===== src/rtl/l2cd_pkg.sv =====
package l2cd_pkg;
   // Message class carried on in_cls
   typedef enum logic {
      CLS_REQ   = 1'b0,
      CLS_REPLY = 1'b1
   } cls_e;

   // Request type carried on in_typ (3 is treated as other)
   typedef enum logic [1:0] {
      TY_WB    = 2'd0,
      TY_INV   = 2'd1,
      TY_OTHER = 2'd2,
      TY_RSVD  = 2'd3
   } typ_e;

   // Routing decision for one message
   typedef enum logic [2:0] {
      ACT_UP_WB   = 3'd0,
      ACT_PAIR    = 3'd1,
      ACT_ABSORB  = 3'd2,
      ACT_ILLEGAL = 3'd3,
      ACT_COPY    = 3'd4
   } act_e;
endpackage


===== src/rtl/l2cd_decode.sv =====
module l2cd_decode
   import l2cd_pkg::*;
(
   input  logic       cls,
   input  logic [1:0] typ,
   input  logic       absorb,
   input  logic       l1_wt,
   output act_e       act
);
   logic is_wb;
   assign is_wb = (typ == TY_WB);

   always_comb begin
      if (cls == CLS_REQ) begin
         act = (is_wb && !l1_wt) ? ACT_UP_WB : ACT_ILLEGAL;
      end else if (absorb) begin
         act = ACT_ABSORB;
      end else if (is_wb) begin
         act = l1_wt ? ACT_PAIR : ACT_ILLEGAL;
      end else begin
         act = ACT_COPY;
      end
   end
endmodule


===== src/rtl/l2cd_wbbuf.sv =====
module l2cd_wbbuf #(
   parameter int DEPTH = 4,
   parameter int TAG_W = 16,
   localparam int IDX_W = $clog2(DEPTH)
) (
   input  logic             clk,
   input  logic             rst_n,
   input  logic             alloc,
   input  logic [TAG_W-1:0] alloc_tag,
   input  logic             rel,
   input  logic [IDX_W-1:0] rel_idx,
   input  logic [IDX_W-1:0] rd_idx,
   output logic             any_free,
   output logic [IDX_W-1:0] free_idx,
   output logic [TAG_W-1:0] rd_tag
);
   logic [DEPTH-1:0]            occ;
   logic [DEPTH-1:0]            set_vec;
   logic [DEPTH-1:0]            clr_vec;
   logic [DEPTH-1:0][TAG_W-1:0] tags;

   // lowest-numbered empty slot wins
   always_comb begin
      any_free = 1'b0;
      free_idx = '0;
      for (int i = DEPTH - 1; i >= 0; i--) begin
         if (!occ[i]) begin
            any_free = 1'b1;
            free_idx = IDX_W'(i);
         end
      end
   end

   for (genvar g = 0; g < DEPTH; g++) begin : g_slot
      assign set_vec[g] = alloc && (free_idx == IDX_W'(g));
      assign clr_vec[g] = rel && (rel_idx == IDX_W'(g));
   end

   always_ff @(posedge clk or negedge rst_n) begin
      if (!rst_n) occ <= '0;
      else        occ <= (occ & ~clr_vec) | set_vec;
   end

   always_ff @(posedge clk) begin
      for (int i = 0; i < DEPTH; i++) begin
         if (set_vec[i]) tags[i] <= alloc_tag;
      end
   end

   assign rd_tag = tags[rd_idx];

   a_r7_alloc_has_room: assert property (@(posedge clk) disable iff (!rst_n)
      alloc |-> any_free);
   a_r7_one_slot_taken: assert property (@(posedge clk) disable iff (!rst_n)
      $onehot0(set_vec));
   a_r8_release_held: assert property (@(posedge clk) disable iff (!rst_n)
      rel |-> occ[rel_idx]);
endmodule


===== src/rtl/l2cd_defer_fifo.sv =====
module l2cd_defer_fifo #(
   parameter int DEPTH = 4,
   localparam int IDX_W = $clog2(DEPTH),
   localparam int PTR_W = IDX_W + 1
) (
   input  logic             clk,
   input  logic             rst_n,
   input  logic             push,
   input  logic [IDX_W-1:0] push_idx,
   input  logic             pop,
   output logic             nonempty,
   output logic [IDX_W-1:0] head_idx
);
   logic [IDX_W-1:0] q [DEPTH];
   logic [PTR_W-1:0] wr_ptr, rd_ptr, fill;

   assign fill     = wr_ptr - rd_ptr;
   assign nonempty = (fill != '0);
   assign head_idx = q[rd_ptr[IDX_W-1:0]];

   always_ff @(posedge clk or negedge rst_n) begin
      if (!rst_n) begin
         wr_ptr <= '0;
         rd_ptr <= '0;
      end else begin
         if (push) wr_ptr <= wr_ptr + 1'b1;
         if (pop)  rd_ptr <= rd_ptr + 1'b1;
      end
   end

   always_ff @(posedge clk) begin
      if (push) q[wr_ptr[IDX_W-1:0]] <= push_idx;
   end

   a_r8_no_overflow: assert property (@(posedge clk) disable iff (!rst_n)
      (push && !pop) |-> (fill < PTR_W'(DEPTH)));
   a_r8_no_underflow: assert property (@(posedge clk) disable iff (!rst_n)
      pop |-> nonempty);
endmodule


===== src/rtl/l2_coh_dispatch.sv =====
module l2_coh_dispatch
   import l2cd_pkg::*;
#(
   parameter int TAG_W    = 16,
   parameter int WB_DEPTH = 4,
   localparam int IDX_W   = $clog2(WB_DEPTH)
) (
   input  logic             clk,
   input  logic             rst_n,
   input  logic             cfg_l1_wt,
   input  logic             in_valid,
   output logic             in_ready,
   input  logic             in_cls,
   input  logic [1:0]       in_typ,
   input  logic             in_absorb,
   input  logic [TAG_W-1:0] in_tag,
   output logic             up_valid,
   output logic             up_kind,
   output logic [TAG_W-1:0] up_tag,
   output logic             dn_valid,
   input  logic             dn_ready,
   output logic             dn_kind,
   output logic [TAG_W-1:0] dn_tag,
   output logic             free_valid,
   output logic [TAG_W-1:0] free_tag,
   output logic             err_flag
);
   initial begin
      if (WB_DEPTH < 2 || (WB_DEPTH & (WB_DEPTH - 1)) != 0)
         $error("WB_DEPTH must be a power of two of at least 2");
      if (TAG_W < 1)
         $error("TAG_W must be positive");
   end

   act_e             act;
   logic             dq_ne, any_free, direct_ok, alloc, pop;
   logic [IDX_W-1:0] head_idx, free_idx;
   logic [TAG_W-1:0] head_tag;

   l2cd_decode u_dec (
      .cls(in_cls), .typ(in_typ), .absorb(in_absorb), .l1_wt(cfg_l1_wt), .act(act)
   );

   l2cd_wbbuf #(.DEPTH(WB_DEPTH), .TAG_W(TAG_W)) u_buf (
      .clk(clk), .rst_n(rst_n), .alloc(alloc), .alloc_tag(in_tag),
      .rel(pop), .rel_idx(head_idx), .rd_idx(head_idx),
      .any_free(any_free), .free_idx(free_idx), .rd_tag(head_tag)
   );

   l2cd_defer_fifo #(.DEPTH(WB_DEPTH)) u_defer (
      .clk(clk), .rst_n(rst_n), .push(alloc), .push_idx(free_idx),
      .pop(pop), .nonempty(dq_ne), .head_idx(head_idx)
   );

   // the downstream port belongs to the deferred list whenever it holds anything
   assign direct_ok = !dq_ne && dn_ready;
   assign pop       = dq_ne && dn_ready;

   always_comb begin
      unique case (act)
         ACT_COPY: in_ready = direct_ok;
         ACT_PAIR: in_ready = direct_ok || any_free;
         default:  in_ready = 1'b1;
      endcase
   end

   assign alloc = in_valid && (act == ACT_PAIR) && !direct_ok && any_free;

   assign up_valid = in_valid && in_ready && ((act == ACT_UP_WB) || (act == ACT_PAIR));
   assign up_kind  = (act == ACT_PAIR);
   assign up_tag   = in_tag;

   assign dn_valid = dq_ne || (in_valid && ((act == ACT_COPY) || (act == ACT_PAIR)));
   assign dn_kind  = dq_ne ? 1'b0 : (act == ACT_COPY);
   assign dn_tag   = dq_ne ? head_tag : in_tag;

   assign free_valid = in_valid && (act == ACT_ABSORB);
   assign free_tag   = in_tag;

   always_ff @(posedge clk or negedge rst_n) begin
      if (!rst_n)                               err_flag <= 1'b0;
      else if (in_valid && act == ACT_ILLEGAL)  err_flag <= 1'b1;
   end

   a_r1_upwb_taken: assert property (@(posedge clk) disable iff (!rst_n)
      (in_valid && in_cls == CLS_REQ && in_typ == TY_WB && !cfg_l1_wt)
      |-> (in_ready && up_valid && !up_kind));
   a_r2_req_illegal_flags: assert property (@(posedge clk) disable iff (!rst_n)
      (in_valid && in_cls == CLS_REQ && (in_typ != TY_WB || cfg_l1_wt)) |=> err_flag);
   a_r2_err_sticky: assert property (@(posedge clk) disable iff (!rst_n)
      err_flag |=> err_flag);
   a_r3_absorb_silent: assert property (@(posedge clk) disable iff (!rst_n)
      (in_valid && in_cls == CLS_REPLY && in_absorb)
      |-> (in_ready && free_valid && !up_valid));
   a_r4_pair_invalidates: assert property (@(posedge clk) disable iff (!rst_n)
      (in_valid && in_ready && in_cls == CLS_REPLY && !in_absorb && in_typ == TY_WB && cfg_l1_wt)
      |-> (up_valid && up_kind && dn_valid));
   a_r5_reply_illegal_flags: assert property (@(posedge clk) disable iff (!rst_n)
      (in_valid && in_cls == CLS_REPLY && !in_absorb && in_typ == TY_WB && !cfg_l1_wt) |=> err_flag);
   a_r6_copy_needs_port: assert property (@(posedge clk) disable iff (!rst_n)
      (in_valid && in_ready && act == ACT_COPY) |-> (dn_ready && dn_valid && dn_kind));
   a_r8_head_held: assert property (@(posedge clk) disable iff (!rst_n)
      (dq_ne && !dn_ready) |=> (dn_valid && !dn_kind && $stable(dn_tag)));
endmodule


===== config.mk =====
export PLATFORM = sky130hd
export DESIGN_NAME = l2_coh_dispatch
export DESIGN_NICKNAME = d
export VERILOG_FILES = /design/src/rtl/l2cd_pkg.sv /design/src/rtl/l2cd_decode.sv /design/src/rtl/l2cd_wbbuf.sv /design/src/rtl/l2cd_defer_fifo.sv /design/src/rtl/l2_coh_dispatch.sv
export SDC_FILE = /design/constraint.sdc
export NUM_CORES = 1
export LEC_CHECK = 0
export BUFFER_PORTS_ARGS = -buffer_cell sky130_fd_sc_hd__clkbuf_2
export CELL_PAD_IN_SITES_DETAIL_PLACEMENT = 0
export CELL_PAD_IN_SITES_GLOBAL_PLACEMENT = 2
export CORE_ASPECT_RATIO = 0.75
export CORE_MARGIN = 2
export CORE_UTILIZATION = 39
export DETAILED_ROUTE_END_ITERATION = 8
export PLACE_DENSITY = 0.77
export SLEW_MARGIN = 0
export SYNTH_ARGS = -nofsm -noshare
export SYNTH_HDL_FRONTEND = slang
export SYNTH_HIERARCHICAL = 1
export SYNTH_SLANG_ARGS = --single-unit

===== constraint.sdc =====
create_clock -name clk -period 3.41 [get_ports clk]
set_input_delay 0.5115 -clock clk [delete_from_list [all_inputs] [get_ports clk]]
set_output_delay 0.5115 -clock clk [all_outputs]
set_load 0.05 [all_outputs]

# --- Word level (Yosys, flattened, before mapping) ---
# Memory sizes are Yosys's and may differ from the RTL's.
# Cells that the tools add are included.
word_totals:
  output_inout_bits: 55
  mem_count: 1
  ramBits: 8
  regBits: 75
  word_cells: 77
op_classes:
  n_addsub: 3
  n_reduce_logical: 31
  n_eq_ne: 10
  muxes: 20
  n_bitwise: 3
  n_lt_le_gt_ge: 1
mem_list:
  columns: ["name", "words", "word_bits", "rd", "rd_clocked_by_memory_dff", "write_ports", "line_no", "text"]
  rows:
  - ["u_defer.q", 4, 2, 1, 0, 1, "l2cd_defer_fifo.sv:14", "logic [IDX_W-1:0] q [DEPTH];"]
ops:
  columns: ["cell", "count"]
  rows:
  - ["binary-select mux 16 bit (select 2 bit)", 1]
  - ["two-way mux 16 bit", 2]
  - ["logical AND 1 bit", 19]
  - ["two-way mux 2 bit", 6]
  - ["two-way mux 3 bit", 3]
  - ["== test 2 bit (second input constant)", 4]
  - ["two-way mux 1 bit", 7]
  - ["adder 3 x 1 -> 3 bit (second input constant)", 2]
  - ["== test 3 x 2 -> 1 bit (second input constant)", 2]
  - ["zero test 2 bit", 3]
  - ["AND 4 bit", 1]
  - ["== test 2 x 1 -> 1 bit (second input constant)", 2]
  - ["logical OR 1 bit", 4]
  - ["NOT 4 bit", 1]
  - ["OR 4 bit", 1]
  - ["== test 3 x 1 -> 1 bit (second input constant)", 1]
  - ["== test 3 bit (second input constant)", 1]
  - ["zero test 1 bit", 3]
  - ["zero test 3 bit", 1]
  - ["< comparator 2 x 3 -> 1 bit (second input constant)", 1]
  - ["nonzero test 3 bit", 1]
  - ["subtractor 3 bit", 1]
  - ["one-hot mux 1 bit (2 select lines)", 1]

# --- Longest topological paths before layout ---
# Gate-level depths: netlist (run 1).
logic_depth:
  ltp_word: 10
  depth_mapped: 10
  mapped_depth_nobuf: 9

# --- By module ---
# The synthesis (run 1) kept the hierarchy.
by_module_without_submodules:
  columns: ["mod", "instances", "area_per_inst_um2", "seq_area_each_um2", "cells_per_inst"]
  rows:
  - ["l2cd_wbbuf", 1, 2581.2, 2021.9, 113]
  - ["l2cd_defer_fifo", 1, 651.9, 390.4, 43]
  - ["l2_coh_dispatch", 1, 581.8, 25.0, 70]
  - ["l2cd_decode", 1, 42.5, 0.0, 7]

# --- Worst setup path before layout (run 1) ---
# No wires, ideal clock.
synth_path:
  path_type: "flip-flop to output port"
  startpoint: "register u_defer.wr_ptr[0]"
  endpoint: "output up_valid"
  path_slack_ns: 0.303
  arrival_time_ns: 2.596
  n_path_buf: 1
  stages_incl_launch_ff: 9
  path_cell_list: "dfrtp_1 -> inv_1 -> ha_1 -> nor2b_1 -> xnor2_1 -> nand3_1 -> buf_2 -> nand2b_1 -> a311oi_1"
synth_between:
  elab_chain_len: 8
synth_rtl:
  columns: ["item", "line_no", "text"]
  rows:
  - ["start, declared", "l2cd_defer_fifo.sv:15", "logic [PTR_W-1:0] wr_ptr, rd_ptr, fill;"]
  - ["start signal, assigned", "l2cd_defer_fifo.sv:26", "if (push) wr_ptr <= wr_ptr + 1'b1;"]
  - ["subtractor 3 bit *", "l2cd_defer_fifo.sv:17", "assign fill = wr_ptr - rd_ptr;"]
  - ["nonzero test 3 bit *", "l2cd_defer_fifo.sv:18", "assign nonempty = (fill != '0);"]
  - ["via dq_ne", "l2_coh_dispatch.sv:36", "logic dq_ne, any_free, direct_ok, alloc, pop;"]
  - ["zero test 1 bit *", "l2_coh_dispatch.sv:56", "assign direct_ok = !dq_ne && dn_ready;"]
  - ["logical AND 1 bit *", "l2_coh_dispatch.sv:56", null]
  - ["logical OR 1 bit", "l2_coh_dispatch.sv:62", "ACT_PAIR: in_ready = direct_ok || any_free;"]
  - ["one-hot mux 1 bit (2 select lines) *", "l2_coh_dispatch.sv:60", "unique case (act)"]
  - ["logical AND 1 bit * (2 in series)", "l2_coh_dispatch.sv:69", "assign up_valid = in_valid && in_ready && ((act == ACT_UP_WB) || (act == ACT_PAIR));"]
  - ["end, declared", "l2_coh_dispatch.sv:17", "output logic up_valid,"]
# Mark *: on every way through the listed nets, which the timed path passes. The rest lies on a longest branch.

# --- Final worst setup path (run 1) ---
layout_path:
  startpoint: "register u_defer.rd_ptr[0]"
  endpoint: "output dn_tag[8]"
layout_between:
  elab_chain_len: 4
  word_cells_on_any_way: 6
layout_rtl:
  columns: ["item", "line_no", "text"]
  rows:
  - ["start, declared", "l2cd_defer_fifo.sv:15", null]
  - ["start signal, assigned", "l2cd_defer_fifo.sv:27", "if (pop) rd_ptr <= rd_ptr + 1'b1;"]
  - ["memory (4 x 2 bit)", null, null]
  - ["via head_idx[0]", "l2_coh_dispatch.sv:37", "logic [IDX_W-1:0] head_idx, free_idx;"]
  - ["binary-select mux 16 bit (select 2 bit)", "l2cd_wbbuf.sv:50", "assign rd_tag = tags[rd_idx];"]
  - ["two-way mux 16 bit (not written as such)", "l2cd_wbbuf.sv:50", null]
  - ["via head_tag[8]", "l2_coh_dispatch.sv:38", "logic [TAG_W-1:0] head_tag;"]
  - ["two-way mux 16 bit", "l2_coh_dispatch.sv:75", "assign dn_tag = dq_ne ? head_tag : in_tag;"]
  - ["end, declared", "l2_coh_dispatch.sv:23", "output logic [TAG_W-1:0] dn_tag,"]
# The timed path passes the listed nets, and every way through them passes these cells. The select of a mux whose other input is x is not followed.

==> flow_summary.json, run 1 <==
{
  "outcome": "completed",
  "routed_via_density": 4.79,
  "yosysSeqAreaShare_pct": 63.2,
  "numCtsBuffers": 9,
  "reg2reg_to": "u_buf/tags[38]",
  "dp_hpwl_um": 4720,
  "drive_gt1_share_pct": 38.7,
  "start_kind": "flop",
  "period_share_pct": 93.3,
  "syn_area_per_cell_um2": 16.6,
  "finalMaxSlewViolations": 0,
  "hold_buffers": 0,
  "synth.most_common_cell": "edfxtp_1",
  "total_power_mw": 4.03,
  "die_area_mm2": 0.0107,
  "path_class": "flop to primary output",
  "pwr_density_cell_mw_per_mm2": 899,
  "regArea_mm2": 0.00244,
  "min_period_ns": 3.18,
  "synthCells": 233,
  "cts_root_buf": "clkbuf_16",
  "drtIter0Drc": 83,
  "yosys_warnings": 6,
  "worstPathRequired_ns": 2.90,
  "grt_pass1_wl_um": 11200,
  "drt_first_pass_iters": 4,
  "ir_drop_v": 0.000376,
  "grt_max_degree": 21,
  "ys_seq_elements": 83,
  "p_leak_nw": 1.74,
  "yosys-top-cells-area": "edfxtp_1 (56%), dfrtp_1 (7.1%), buf_4 (6.2%), mux4_2 (5.8%), mux4_1 (5.4%)",
  "clk_latency_ns": 0.33,
  "gp_congestion": 0.741,
  "drtAntennaViolNets": 0,
  "cts_max_path_buffers": 2,
  "critPathCapture": "dn_tag[8]",
  "synth_edf_count": 72,
  "maxCapViolations": 0,
  "fin_skew_ns": 0.00701,
  "dieHeight_um": 90.1,
  "dr_total_vias": 2054,
  "crit_path_end_kind": "primary output",
  "synth_top_cell_by_area": "edfxtp_1",
  "grt_overflow": 0,
  "tightestPinTransition_ns": 0.505,
  "multi_input_area_mm2": 0.00110,
  "clk_transition_reported_paths_ns": 0.06,
  "synth_commonest_cells": "edfxtp_1 (72), buf_4 (32), mux2_1 (16)",
  "async_flop_share_pct": 13.3,
  "cts_setup_buffers": 0,
  "diodes": 0,
  "synth_area_mm2": 0.00386,
  "syn_nets": 265,
  "htree_levels": 3,
  "setup_viol": 0,
  "maxSlewHeadroom_pct": 66.3,
  "max_freq_mhz": 314,
  "io_pins": 80,
  "r2r-start": "u_defer/wr_ptr[0]",
  "rsz0062_at_grt": "no",
  "cts_sinks": 83,
  "wl_per_cell_um": 16.0,
  "synth-main-ff-cell": "edfxtp_1",
  "fill_cells": 844,
  "grt_pass1_vias": 2035,
  "crit_start": "u_defer/rd_ptr[0]",
  "numPortBuffers": 79,
  "rrSetupSlack_ns": 0.69,
  "initial_core_util_pct": 39.9,
  "cp_max_fo": 20,
  "hold_viol": 0,
  "worst_r2r_path_depth": 10,
  "min_path_type": "input pin to async pin",
  "drc": 0,
  "netlist.area_leader.share_pct": 56.0,
  "antenna_found_initial": 0,
  "area.growth.synth_to_final_pct": 16.3,
  "track_usage_pct": 13.7,
  "die_w_um": 119,
  "synth.distinct_cells": 40,
  "crit_arrival_ns": 2.67,
  "timing.setup.tns_ns": 0,
  "cts_tree": "yes",
  "core-area_mm2": 0.00966,
  "cts-resized-gates": 0,
  "nets": 324,
  "num_rows": 31,
  "routed_wl_um": 6880
}
-- per-stage QoR --
step	utilization, %	setup WS, ns	instances	hold WS, ns	area (um2)
floorplan	-	0.303	233	0.216	3860
global placement	43.4	0.534	413	0.416	4190
detailed placement	43.4	0.552	413	0.412	4190
CTS	46.4	0.191	429	0.0612	4490
global route	46.4	0.0262	429	0.0609	4490
finish	46.4	0.228	429	0.0609	4490
-- state kept, by name, indices dropped and copies added, names as in the netlist --
name / count
err_flag: 1
u_buf/occ: 4
u_buf/tags: 64
u_defer/q: 8
u_defer/rd_ptr: 3
u_defer/wr_ptr: 3
-- final cells by class --
| cell class | instances | share of cell area [%] |
|---|---|---|
| Clock buffer | 10 | 5.10 |
| Clock inverter | 6 | 1.48 |
| Inverter | 8 | 0.669 |
| Multi-Input combinational cell | 103 | 24.6 |
| Sequential cell | 83 | 54.3 |
| Tap cell | 132 | 3.68 |
| Timing Repair Buffer | 87 | 10.2 |
-- where the power goes --
| group | leakage [nW] | internal (mW) | switching [mW] |
|---|---|---|---|
| Sequential | 0.783 | 1.19 | 0.0818 |
| Combinational | 0.819 | 0.577 | 1.24 |
| Clock | 0.136 | 0.567 | 0.372 |
| Total | 1.74 | 2.34 | 1.69 |
-- critical path, stage by stage, from the launching register on --
cell and delay [ns]:
dfrtp_1 0.46, mux4_1 0.57, buf_4 0.25, mux4_1 0.49, mux2_1 0.32, clkbuf_2 0.24
-- worst min path at each step --
stage,startpoint,end,slack (ns),cells after the start
after detailed placement,rst_n,u_defer/rd_ptr[2],0.41,1
after global placement,rst_n,u_defer/rd_ptr[2],0.42,1
after global routing,rst_n,err_flag,0.06,1
after floorplan,rst_n,err_flag,0.22,0
after CTS,rst_n,err_flag,0.06,1
final,rst_n,err_flag,0.06,1
-- placed cells by master (no fill, tap or decap), drive strengths merged, types with 3 or more instances in the layout --
cell type	count
nor2b	4
and2	5
inv	8
clkbuf	89
nand2b	5
dfrtp	11
a21oi	6
nand3	3
mux4	18
buf	8
o21ai	3
ha	7
edfxtp	72
mux2	16
nand2	7
xnor2	3
xor2	4
nor2	3
clkinv	3
-- per-layer routing --
layer	track usage, %	up-vias	wire [um]	part of all wire, %
li1	-	979	-	-
met1	19.1	1006	3420	50
met2	20.7	65	3120	45
met3	4.82	4	296	4.3
met4	3.47	0	37	0.54
met5	0	-	0	0
-- logic make-up (layout without fill, tap and decap cells) --
family                     after synthesis  in the layout  synth area share, %
adders and majority gates                7              7                 2.27
buffers and inverters                   47            111                 8.43
muxes                                   34             34                 16.0
AOI/OAI and AO/OA                       16             16                 2.72
and+or+nand+nor                         39             39                 5.84
DFF                                     83             83                 63.2
xor gates and xnor gates                 7              7                 1.59
No activity file was read; power rests on OpenSTA's default activity.
==> run 2, diff against run 1 <==
--- a/config.mk
+++ b/config.mk
@@ -12,6 +12,7 @@
 export CORE_MARGIN = 2
 export CORE_UTILIZATION = 39
 export DETAILED_ROUTE_END_ITERATION = 8
+export MAX_ROUTING_LAYER = met4
 export PLACE_DENSITY = 0.77
 export SLEW_MARGIN = 0
 export SYNTH_ARGS = -nofsm -noshare
==> flow_summary.json, run 2 (synthesis gave the netlist of run 1 again) <==
{
  "outcome": "completed",
  "crit_start": "u_defer/rd_ptr[0]",
  "cts_max_path_buffers": 2,
  "wl_per_cell_um": 16.1,
  "cts_setup_buffers": 0,
  "internal_power_mw": 2.34,
  "die_w_um": 119,
  "regMostFlops": "u_buf/tags",
  "setup_viol": 0,
  "gp_congestion": 0.750,
  "area.growth.synth_to_final_pct": 16.3,
  "min_period_ns": 3.19,
  "regArea_mm2": 0.00244,
  "final_cell_mix": "clkbuf_2 (79), edfxtp_1 (72), mux2_1 (16)",
  "nets": 324,
  "hold_viol": 0,
  "dr_total_vias": 2050,
  "num_rows": 31,
  "fin_skew_ns": 0.00693,
  "numCtsBuffers": 9,
  "dp_hpwl_um": 4720,
  "grt_overflow": 0,
  "clkPwrFrac_pct": 23.3,
  "r2r-start": "u_defer/wr_ptr[0]",
  "whs_ns": 0.0580,
  "tightestPinTransition_ns": 0.508,
  "drt_first_pass_iters": 4,
  "final_common_cell": "clkbuf_2",
  "reg2reg_to": "u_buf/tags[38]",
  "maxSlewHeadroom_pct": 66.2,
  "grt_max_degree": 21,
  "seqPwrFrac_pct": 31.6,
  "p_sw_mw": 1.70,
  "min_path_type": "input pin to async pin",
  "worstPathRequired_ns": 2.90,
  "io_pins": 80,
  "track_usage_pct": 14.2,
  "die_area_mm2": 0.0107,
  "clk_transition_reported_paths_ns": 0.06,
  "path_class": "flop to primary output",
  "crit_path_end_kind": "primary output",
  "rsz0062_at_grt": "no",
  "cts_tree": "yes",
  "cts-resized-gates": 0,
  "worst_r2r_path_depth": 10,
  "ir_drop_v": 0.000376,
  "period_share_pct": 93.5,
  "start_kind": "flop",
  "clk_latency_ns": 0.33,
  "drtAntennaViolNets": 0,
  "max_freq_mhz": 314,
  "rrSetupSlack_ns": 0.69,
  "hold_buffers": 0,
  "drc": 0,
  "total_power_mw": 4.03,
  "post-place-cells": 413,
  "htree_levels": 3,
  "initial_core_util_pct": 39.9,
  "post-route-util_pct": 46.4,
  "numPortBuffers": 79,
  "timing.setup.tns_ns": 0,
  "largest_reg_flops": 64,
  "drive_gt1_share_pct": 38.7,
  "cts_root_buf": "clkbuf_16",
  "dieHeight_um": 90.1,
  "pwr_density_cell_mw_per_mm2": 899,
  "fill_cells": 844,
  "multi_input_area_mm2": 0.00110,
  "routed_wl_um": 6910,
  "diodes": 0,
  "maxCapViolations": 0,
  "finalMaxSlewViolations": 0,
  "routed_via_density": 4.78,
  "grt_pass1_wl_um": 11200,
  "antenna_found_initial": 0,
  "fin_cells": 429,
  "combPwrFrac_pct": 45.1,
  "cp_max_fo": 20,
  "core-area_mm2": 0.00966,
  "p_leak_nw": 1.74,
  "drtIter0Drc": 99,
  "cts_sinks": 83,
  "sw_frac_of_total_pct": 42.1,
  "crit_arrival_ns": 2.68,
  "grt_pass1_vias": 2031
}
==> run 2: cell counts in the layout (fill, tap and decap cells not counted) <==
Identical to the previous run, type by type.
==> run 2: cell type report <==
class | instances | share of cell area, %
multi-input cells | 103 | 24.6
clock buffers | 10 | 5.10
inverters | 8 | 0.669
well taps | 132 | 3.68
clock inverters | 6 | 1.48
repair buffers | 87 | 10.2
flip-flops and latches | 83 | 54.3
==> run 2: worst max path at each step <==
stage / depth (start not counted) / to / slack, ns
after detailed placement: 5 / dn_tag[4] / 0.55
final: 5 / dn_tag[8] / 0.22
after CTS: 5 / dn_tag[4] / 0.19
after global routing: 8 / up_valid / 0.03
after global placement: 8 / up_valid / 0.53
after floorplan: 8 / up_valid / 0.30
==> run 2: power groups by stage <==
stage | clock (mW) | sequential (mW) | combinational [mW]
2_1_floorplan | 0 | 1.26 | 1.54
3_3_place_gp | 0 | 1.29 | 1.83
3_5_place_dp | 0 | 1.29 | 1.84
4_1_cts | 0.968 | 1.27 | 1.85
5_1_grt | 1.02 | 1.29 | 1.95
6_report | 0.941 | 1.27 | 1.82
==> run 2: through the flow <==
step / setup WS, ns / instance area [um2]
final: 0.222 / 4490
after floorplan: 0.303 / 3860
after detailed placement: 0.552 / 4190
after global placement: 0.534 / 4190
after global routing: 0.0262 / 4490
after CTS: 0.191 / 4490
==> run 2: critical path, stage by stage (launching register included) <==
cell      delay [ns]
dfrtp_1         0.46
mux4_1          0.57
buf_4           0.25
mux4_1          0.49
mux2_1          0.32
clkbuf_2        0.24
==> run 2: per-layer routing <==
metal / GRT usage [%] / share of wire, % / wire length, um / up-vias
met1: 19.1 / 50 / 3430 / 1002
met3: 4.82 / 4.6 / 317 / 7
met2: 20.7 / 45 / 3090 / 62
met4: 3.47 / 1.1 / 74 / 0
met5: - / 0 / 0 / -
li1: - / - / - / 979
